$ cat config.mk
export PLATFORM = sky130hd
export DESIGN_NAME = opnd_addr_gen
export DESIGN_NICKNAME = d
export VERILOG_FILES = /design/src/rtl/eag_pkg.sv /design/src/rtl/eag_calc.sv /design/src/rtl/eag_ctrl.sv /design/src/rtl/opnd_addr_gen.sv
export SDC_FILE = /design/constraint.sdc
export NUM_CORES = 1
export LEC_CHECK = 0
export BUFFER_PORTS_ARGS = -buffer_cell sky130_fd_sc_hd__buf_4
export CAP_MARGIN = 20
export CORE_MARGIN = 2
export CORE_UTILIZATION = 45
export CTS_CLUSTER_DIAMETER = 60
export DETAILED_ROUTE_END_ITERATION = 8
export MAX_ROUTING_LAYER = met4
export PLACE_DENSITY = 0.8
export SLEW_MARGIN = 20
export SYNTH_ARGS = -nofsm -noshare
export SYNTH_HDL_FRONTEND = slang
export SYNTH_SLANG_ARGS = --single-unit
$ cat constraint.sdc
create_clock -name clk_i -period 2.9 [get_ports clk_i]
set_input_delay 0.58 -clock clk_i [delete_from_list [all_inputs] [get_ports clk_i]]
set_output_delay 0.58 -clock clk_i [all_outputs]
set_load 0.05 [all_outputs]
$ cat src/rtl/eag_pkg.sv
package eag_pkg;
  localparam int MODE_W = 4;
  typedef logic [MODE_W-1:0] mode_t;
  localparam mode_t M_LIT     = 4'd0;
  localparam mode_t M_ABS     = 4'd1;
  localparam mode_t M_REG     = 4'd2;
  localparam mode_t M_RIND    = 4'd3;
  localparam mode_t M_PREDEC  = 4'd4;
  localparam mode_t M_POSTINC = 4'd5;
  localparam mode_t M_MIND    = 4'd6;
  localparam mode_t M_MINDINC = 4'd7;
  localparam mode_t M_DISP    = 4'd8;
  localparam mode_t M_SCALED  = 4'd9;

  localparam logic KIND_VAL  = 1'b0;
  localparam logic KIND_ADDR = 1'b1;

  typedef enum logic [1:0] {ST_IDLE, ST_FETCH, ST_DONE} st_e;
endpackage

$ cat src/rtl/eag_calc.sv
module eag_calc
  import eag_pkg::*;
#(
  parameter int AW        = 32,
  parameter int LIT_W     = 6,
  parameter int SZ_W      = 2,
  parameter int PTR_BYTES = 4
) (
  input  mode_t           mode_i,
  input  logic [AW-1:0]   base_i,
  input  logic [AW-1:0]   index_i,
  input  logic [AW-1:0]   disp_i,
  input  logic [SZ_W-1:0] size_i,
  output logic [AW-1:0]   res_o,
  output logic            kind_o,
  output logic            fetch_o,
  output logic            wb_o,
  output logic [AW-1:0]   wb_val_o
);
  localparam int EXT_W = AW - LIT_W;

  logic [AW-1:0] step, lit, scaled, dec;

  always_comb begin
    step   = AW'(1) << size_i;
    lit    = {{EXT_W{disp_i[LIT_W-1]}}, disp_i[LIT_W-1:0]};
    scaled = index_i << size_i;
    dec    = base_i - step;
  end

  always_comb begin
    res_o    = base_i;
    kind_o   = KIND_ADDR;
    fetch_o  = 1'b0;
    wb_o     = 1'b0;
    wb_val_o = base_i;
    unique case (mode_i)
      M_LIT:     begin res_o = lit; kind_o = KIND_VAL; end
      M_ABS:     res_o = disp_i;
      M_REG:     kind_o = KIND_VAL;
      M_PREDEC:  begin res_o = dec; wb_o = 1'b1; wb_val_o = dec; end
      M_POSTINC: begin wb_o = 1'b1; wb_val_o = base_i + step; end
      M_MIND:    fetch_o = 1'b1;
      M_MINDINC: begin
        fetch_o  = 1'b1;
        wb_o     = 1'b1;
        wb_val_o = base_i + AW'(PTR_BYTES);
      end
      M_DISP:    res_o = base_i + disp_i;
      M_SCALED:  res_o = base_i + disp_i + scaled;
      default:   ;  // register indirect and reserved codes
    endcase
  end
endmodule

$ cat src/rtl/eag_ctrl.sv
module eag_ctrl
  import eag_pkg::*;
#(
  parameter int AW = 32,
  parameter int RW = 5
) (
  input  logic          clk_i,
  input  logic          rst_ni,
  input  logic          start_i,
  input  logic [RW-1:0] base_num_i,
  input  logic [AW-1:0] base_i,
  input  logic [AW-1:0] c_res_i,
  input  logic          c_kind_i,
  input  logic          c_fetch_i,
  input  logic          c_wb_i,
  input  logic [AW-1:0] c_wb_val_i,
  output logic          busy_o,
  output logic          mem_req_o,
  output logic [AW-1:0] mem_addr_o,
  input  logic          mem_rvalid_i,
  input  logic [AW-1:0] mem_rdata_i,
  output logic          done_o,
  output logic          kind_o,
  output logic [AW-1:0] result_o,
  output logic          wb_en_o,
  output logic [RW-1:0] wb_num_o,
  output logic [AW-1:0] wb_val_o
);
  st_e           st_q;
  logic [AW-1:0] res_q, addr_q, wbv_q;
  logic [RW-1:0] wbn_q;
  logic          kind_q, wb_q;
  logic          accept;

  assign accept = start_i && (st_q == ST_IDLE);

  always_ff @(posedge clk_i or negedge rst_ni) begin
    if (!rst_ni) begin
      st_q   <= ST_IDLE;
      res_q  <= '0;
      addr_q <= '0;
      wbv_q  <= '0;
      wbn_q  <= '0;
      kind_q <= 1'b0;
      wb_q   <= 1'b0;
    end else begin
      unique case (st_q)
        ST_IDLE: if (accept) begin
          res_q  <= c_res_i;
          addr_q <= base_i;
          kind_q <= c_kind_i;
          wb_q   <= c_wb_i;
          wbv_q  <= c_wb_val_i;
          wbn_q  <= base_num_i;
          st_q   <= c_fetch_i ? ST_FETCH : ST_DONE;
        end
        ST_FETCH: if (mem_rvalid_i) begin
          res_q <= mem_rdata_i;
          st_q  <= ST_DONE;
        end
        default: st_q <= ST_IDLE;
      endcase
    end
  end

  assign busy_o     = (st_q != ST_IDLE);
  assign mem_req_o  = (st_q == ST_FETCH);
  assign mem_addr_o = addr_q;
  assign done_o     = (st_q == ST_DONE);
  assign kind_o     = kind_q;
  assign result_o   = res_q;
  assign wb_en_o    = done_o && wb_q;
  assign wb_num_o   = wbn_q;
  assign wb_val_o   = wbv_q;

  a_r2_done_single: assert property (@(posedge clk_i) disable iff (!rst_ni)
    done_o |=> !done_o);
  a_r2_idle_after_done: assert property (@(posedge clk_i) disable iff (!rst_ni)
    $fell(busy_o) |-> $past(done_o));
  a_r7_req_held: assert property (@(posedge clk_i) disable iff (!rst_ni)
    (mem_req_o && !mem_rvalid_i) |=> (mem_req_o && $stable(mem_addr_o)));
  a_r7_req_from_start: assert property (@(posedge clk_i) disable iff (!rst_ni)
    $rose(mem_req_o) |-> $past(start_i));
  a_r7_data_forwarded: assert property (@(posedge clk_i) disable iff (!rst_ni)
    (done_o && $past(mem_req_o)) |-> (result_o == $past(mem_rdata_i)));
  a_r11_wb_addr_only: assert property (@(posedge clk_i) disable iff (!rst_ni)
    wb_en_o |-> (kind_o == KIND_ADDR && !mem_req_o));
endmodule

$ cat src/rtl/opnd_addr_gen.sv
module opnd_addr_gen
  import eag_pkg::*;
#(
  parameter int AW = 32,
  parameter int RW = 5
) (
  input  logic          clk_i,
  input  logic          rst_ni,
  input  logic          start_i,
  input  logic [3:0]    mode_i,
  input  logic [RW-1:0] base_num_i,
  input  logic [AW-1:0] base_val_i,
  input  logic [AW-1:0] index_val_i,
  input  logic [AW-1:0] disp_i,
  input  logic [1:0]    size_i,
  output logic          busy_o,
  output logic          mem_req_o,
  output logic [AW-1:0] mem_addr_o,
  input  logic          mem_rvalid_i,
  input  logic [AW-1:0] mem_rdata_i,
  output logic          done_o,
  output logic          kind_o,
  output logic [AW-1:0] result_o,
  output logic          wb_en_o,
  output logic [RW-1:0] wb_num_o,
  output logic [AW-1:0] wb_val_o
);
  logic [AW-1:0] c_res, c_wb_val;
  logic          c_kind, c_fetch, c_wb;

  eag_calc #(.AW(AW)) u_calc (
    .mode_i  (mode_i),
    .base_i  (base_val_i),
    .index_i (index_val_i),
    .disp_i  (disp_i),
    .size_i  (size_i),
    .res_o   (c_res),
    .kind_o  (c_kind),
    .fetch_o (c_fetch),
    .wb_o    (c_wb),
    .wb_val_o(c_wb_val)
  );

  eag_ctrl #(.AW(AW), .RW(RW)) u_ctrl (
    .clk_i       (clk_i),
    .rst_ni      (rst_ni),
    .start_i     (start_i),
    .base_num_i  (base_num_i),
    .base_i      (base_val_i),
    .c_res_i     (c_res),
    .c_kind_i    (c_kind),
    .c_fetch_i   (c_fetch),
    .c_wb_i      (c_wb),
    .c_wb_val_i  (c_wb_val),
    .busy_o      (busy_o),
    .mem_req_o   (mem_req_o),
    .mem_addr_o  (mem_addr_o),
    .mem_rvalid_i(mem_rvalid_i),
    .mem_rdata_i (mem_rdata_i),
    .done_o      (done_o),
    .kind_o      (kind_o),
    .result_o    (result_o),
    .wb_en_o     (wb_en_o),
    .wb_num_o    (wb_num_o),
    .wb_val_o    (wb_val_o)
  );
endmodule

Word-level counts from Yosys, hierarchy flattened
Cells that the tools add are included.
{"block": "word_totals", "latch_bits": 0, "word_cells": 50, "ram_bits": 0, "rom_bits": 0, "out_inout_bits": 106, "regBits": 105, "memories": 0}
{"block": "op_classes", "bitwise_logic": 0, "magnitude_cmp": 0, "shift": 2, "n_addsub": 5, "n_reduce_logical": 12, "n_mul": 0, "n_eq_ne": 12, "muxes": 12, "div": 0}
{"cell": "case mux 32 bit (5 select lines)", "count": 1}
{"cell": "adder 32 bit", "count": 3}
{"cell": "case mux 32 bit (3 select lines)", "count": 1}
{"cell": "2-to-1 mux 32 bit", "count": 2}
{"cell": "case mux 32 bit (2 select lines)", "count": 1}
{"cell": "adder 32 x 3 -> 32 bit (second input constant)", "count": 1}
{"cell": "left shift 1 x 2 -> 32 bit (first input constant)", "count": 1}
{"cell": "left shift 32 x 2 -> 32 bit", "count": 1}
{"cell": "subtractor 32 bit", "count": 1}
{"cell": "== test 4 x 3 -> 1 bit (second input constant)", "count": 4}
{"cell": "== test 4 bit (second input constant)", "count": 2}
{"cell": "2-to-1 mux 2 bit", "count": 3}
{"cell": "== test 4 x 1 -> 1 bit (second input constant)", "count": 1}
{"cell": "== test 4 x 2 -> 1 bit (second input constant)", "count": 1}
{"cell": "logical NOT 4 bit", "count": 1}
{"cell": "!= test 2 x 1 -> 1 bit (second input constant)", "count": 2}
{"cell": "case mux 2 bit (2 select lines)", "count": 1}
{"cell": "AND reduction 2 bit", "count": 2}
{"cell": "nonzero test 2 bit", "count": 2}
{"cell": "OR reduction 2 bit", "count": 2}
{"cell": "2-to-1 mux 1 bit", "count": 3}
{"cell": "AND reduction 3 bit", "count": 1}
{"cell": "OR reduction 3 bit", "count": 1}
{"cell": "== test 2 x 1 -> 1 bit (second input constant)", "count": 1}
{"cell": "other kinds (3)", "count": 4}

Logic depth before layout (Yosys ltp)
{"block": "logic_depth", "word_depth": 6, "ltp_mapped": 21, "ltp_nobuf": 21}

By module
A second synthesis with hierarchy kept.
{"block": "unflattened", "cells_unflattened": 1393, "hier_area_um2": 11880.1}
{"module": "eag_calc", "area_per_inst_um2": 7554.7, "seq_area_each_um2": 0.0, "cells_per_inst": 1126, "instances": 1}
{"module": "eag_ctrl", "area_per_inst_um2": 4325.4, "seq_area_each_um2": 2627.5, "cells_per_inst": 267, "instances": 1}

Worst setup path before layout
No wires, ideal clock.
{"block": "synth_path", "path_kind": "input to register", "start": "input port base_val_i[0]", "end": "register u_ctrl.res_q[31] (netlist: u_ctrl.result_o[31])", "required_time_ns": 2.769, "path_buffers": 0, "path_stages": 19, "t_arrival_ns": 4.345, "setup_slack_ns": -1.576, "path_cell_list": "ha_1 > fa_1 > a21oi_1 > o21ai_0 > o21ai_0 > and2_1 > o311ai_0 > xor2_1 > ha_1 > nand4_1 > nor3_1 > nor2_1 > a21oi_1 > a41oi_1 > o31ai_1 > a31oi_1 > o21a_1 > o21ai_0 > a31oi_1"}
{"block": "synth_via", "elab_chain_cells": 5, "word_cells_on_any_way": 6}
{"element": "from (decl)", "line": "opnd_addr_gen.sv:12", "rtl": "input logic [AW-1:0] base_val_i,"}
{"element": "adder 32 bit", "line": "eag_calc.sv:49, eag_calc.sv:50"}
{"element": "adder 32 bit", "line": "eag_calc.sv:50", "rtl": "M_SCALED: res_o = base_i + disp_i + scaled;"}
{"element": "case mux 32 bit (5 select lines) (*)", "line": "eag_calc.sv:37", "rtl": "unique case (mode_i)"}
{"element": "2-to-1 mux 32 bit (*)", "line": "eag_ctrl.sv:48", "rtl": "ST_IDLE: if (accept) begin"}
{"element": "case mux 32 bit (2 select lines) (*)", "line": "eag_ctrl.sv:47", "rtl": "unique case (st_q)"}
{"element": "to (signal assigned)", "line": "eag_ctrl.sv:49", "rtl": "res_q <= c_res_i;"}
{"element": "to (signal assigned)", "line": "eag_ctrl.sv:58", "rtl": "res_q <= mem_rdata_i;"}
{"element": "to (decl)", "line": "eag_ctrl.sv:30", "rtl": "logic [AW-1:0] res_q, addr_q, wbv_q;"}
Every way passes the cells marked *; elsewhere a longest branch is shown, timed or not. The select of a mux whose other input is x is not followed.
A chain may end at the register's enable or synchronous reset.

Final worst setup path
{"block": "layout_path", "start": "input port base_val_i[8]", "end": "register u_ctrl.res_q[31] (netlist: u_ctrl.result_o[31])"}
Same word-level chain as after synthesis.

==> flow_metrics.env <==
export IMPL_drive_above_1_share=0.4597
export IMPL_syn2layout_area_growth_pct=63.17
export IMPL_hold_viol=0
export IMPL_wl_per_cell_um=21.87
export IMPL_htree_levels=3
export IMPL_synth_edf_count=0
export IMPL_ant_nets=0
export IMPL_io_pins=249
export IMPL_slew_headroom=0.4028
export IMPL_cts_hold_buf=0
export IMPL_hpwlAfterDp_mm=38.71
export IMPL_cts_buffers=9
export IMPL_clockRootBuffer="clkbuf_16"
export IMPL_cp_arrival_ns=4.64
export IMPL_finalClockSkew_ns=0.02086
export IMPL_p_leak_uw=0.008495
export IMPL_grt_pass1_vias=13853
export IMPL_final_max_slew_viol_count=0
export IMPL_cp_end_kind="register"
export IMPL_initial_core_util=0.4562
export IMPL_final_cell_mix="618 x buf_4, 241 x nand2_1, 105 x dfrtp_1, 99 x a21oi_1, 97 x nor2_1"
export IMPL_vias=14920
export IMPL_die_area_sq_mm=0.02675
export IMPL_grt_max_degree=96
export IMPL_clk_latency_ns=0.38
export IMPL_drc=0
export IMPL_synthArstFlopShare=1.000
export IMPL_syn_inst=1516
export IMPL_postSynthAreaPerCell_sq_um=7.556
export IMPL_yosys_warnings=0
export IMPL_fillers=1839
export IMPL_vias_per_cell=6.153
export IMPL_setup_viol=29
export IMPL_syn_area_sq_mm=0.01145
export IMPL_n_antenna_cell=0
export IMPL_maxCapViolations=0
export IMPL_io_buffers=248
export IMPL_rsz0062_at_grt="yes"
export IMPL_tightest_slew_ns=0.8957
export IMPL_synth_ff_type="dfrtp_1"
export IMPL_cts_sinks=105
export IMPL_timing_final_crit_share=1.518
export IMPL_fmax_ghz=0.2272
export IMPL_grt_pass1_wl_mm=76.55
export IMPL_cp_max_fo=3
export IMPL_final_net_count=2308
export IMPL_placed_cell_area_sq_mm=0.01651
export IMPL_syn_nets=1734
export IMPL_stdcell_area_sq_mm=0.01869
export IMPL_cts_buffer_depth=2
export IMPL_seq_area_frac_synth=0.2294
export IMPL_period_needed_ns=4.402
export IMPL_powerDensity_mw_per_mm2=533.4
export IMPL_worstSetupPathType="primary input to register"
export IMPL_final_common_cell="buf_4"
export IMPL_critPathLaunchType="primary input"
export IMPL_dp_slack_ns=-1.688
export IMPL_peakVddDrop_uv=358.2
export IMPL_fp_dieH_um=163.5
export IMPL_cts_tree="built"
export IMPL_rows=58
export IMPL_first_pass_iters=6
export IMPL_clk_pin_slew_worst_paths_ns=0.09
export IMPL_overflow=0
export IMPL_grt_usage=0.3771
export IMPL_setup_ws_ns=-1.502
export IMPL_multi_input_area_sq_mm=0.009972
export IMPL_outcome="finished with violations"
export IMPL_place_gp_congestion=0.9787
export IMPL_violations="setup timing"
export IMPL_die_w_um=163.5
export IMPL_whs_ns=0.1394
export IMPL_synth_cell_type_count=78
export IMPL_worstPathRequired_ns=3.14
export IMPL_register_area_sq_mm=0.002628
export IMPL_hp_class="primary input to asynchronous set/reset pin"
export IMPL_routed_wl_mm=53.03
export IMPL_synth_seq_cells=105
export IMPL_antenna_found_initial=0
export IMPL_drt_iter0_drc=1843
export IMPL_coreArea_sq_mm=0.02511
[routing by layer]
| layer | part of all wire | vias to the layer above | GRT usage |
|---|---|---|---|
| li1 | - | 6699 | - |
| met1 | 0.40 | 7107 | 0.5025 |
| met2 | 0.46 | 951 | 0.5892 |
| met3 | 0.092 | 163 | 0.05053 |
| met4 | 0.042 | 0 | 0.1344 |
| met5 | 0 | - | - |
[flip-flops by register name, summed over array words and instances (netlist names)]
name	cells
u_ctrl.wb_num_o	5
u_ctrl.wb_q	1
u_ctrl.wb_val_o	32
u_ctrl.kind_o	1
u_ctrl.result_o	32
u_ctrl.mem_addr_o	32
u_ctrl.st_q	2
[metrics by stage]
stage	TNS (ns)	cells	total power, uW	utilization
floorplan	-18.37	1516	5196	-
global route	-31.91	2425	10340	0.7444
CTS	-20.97	2395	9193	0.7046
finish	-28.44	2425	9970	0.7444
detailed placement	-48.41	2346	7439	0.6575
global placement	-45.00	2346	7338	0.6575
[worst max-delay path, stage by stage]
cell and delay (ns):
buf_4 0.13, ha_4 0.27, buf_4 0.13, nand2_1 0.11, a211oi_2 0.37, o21ai_4 0.13, and2_4 0.18, o311ai_4 0.27
xor2_2 0.17, ha_4 0.30, nand4_1 0.21, o21bai_2 0.29, nor4_2 0.09, o21ai_1 0.15, a41oi_2 0.19, buf_4 0.19
o31ai_4 0.29, a31oi_2 0.15, o21a_1 0.19, o21ai_1 0.13, a31oi_1 0.09
[final cells by class]
cell class | instances | share of cell area
Inverter | 27 | 0.005556
Tap cell | 330 | 0.02209
Clock buffer | 10 | 0.01279
Sequential cell | 105 | 0.1406
Clock inverter | 6 | 0.003280
Timing Repair Buffer | 666 | 0.2822
Multi-Input combinational cell | 1281 | 0.5335
[timing repair]
item                                   CTS  global route
endpoints found under the hold margin    0             0
setup endpoints to repair               45            54
gates resized for setup                129           167
buffers inserted                        42            35
pin swaps                               97           138
[power breakdown]
group,switching [uW],total (uW),internal (uW)
logic,3870,6710,2830
clock network,662,1290,630
registers,208,1970,1760
total,4750,9970,5230
[synthesized netlist by cell type (all sizes together) (6+ instances only)]
| cell type | count | area [sq um] |
|---|---|---|
| buf | 18 | 77.58 |
| mux2i | 7 | 70.07 |
| mux4 | 27 | 608.1 |
| inv | 25 | 93.84 |
| a221oi | 21 | 196.4 |
| a211oi | 21 | 157.7 |
| nor2 | 119 | 449.2 |
| and3 | 14 | 87.58 |
| or3 | 6 | 37.54 |
| nand4 | 18 | 112.6 |
| o31ai | 6 | 50.05 |
| o22ai | 22 | 137.6 |
| nand2b | 24 | 150.1 |
| a21oi | 136 | 680.7 |
| a22oi | 7 | 52.55 |
| a32oi | 6 | 52.55 |
| xnor2 | 57 | 499.2 |
| nor3 | 38 | 195.2 |
| o211ai | 14 | 105.1 |
| xor2 | 47 | 411.6 |
| nor2b | 14 | 87.58 |
| clkbuf | 85 | 319.1 |
| nand3 | 35 | 180.2 |
| nand2 | 249 | 934.7 |
| o21a | 10 | 75.07 |
| o2111ai | 6 | 52.55 |
| o21ai | 146 | 734.5 |
| and2 | 10 | 62.56 |
| nor4 | 14 | 102.6 |
| o21bai | 10 | 75.07 |
| dfrtp | 105 | 2628 |
| ha | 71 | 888.4 |
| a31oi | 18 | 112.6 |
| and4 | 7 | 61.31 |
| a21o | 28 | 210.2 |
[kinds of logic (layout without fill, tap and decap cells)]
family                     count (synthesis)  count (layout)  share of synthesized area
AOI/OAI and AO/OA                        501             501                     0.2749
xor gates and xnor gates                 104             104                    0.07952
adders and majority gates                 75              75                    0.08454
buffers and inverters                    130             709                    0.04347
DFF                                      105             105                     0.2294
muxes                                     35              35                    0.06019
and+or+nand+nor                          566             566                     0.2280
[path summary, 6_finish.rpt]
path / startpoint / to / slack (ns) / cells after the start
min reg2reg: u_ctrl.wb_num_o[1] / u_ctrl.wb_num_o[1] / 0.48 / 2
max reg2reg: u_ctrl.st_q[0] / u_ctrl.result_o[15] / 0.59 / 7
max: base_val_i[8] / u_ctrl.result_o[31] / -1.50 / 21
max in group asynchronous: rst_ni / u_ctrl.wb_val_o[13] / 2.02 / 2
min in group clk_i: base_num_i[3] / u_ctrl.wb_num_o[3] / 0.41 / 3
min: rst_ni / u_ctrl.result_o[4] / 0.14 / 1
Note: power is estimated with default switching activity, not from simulation.
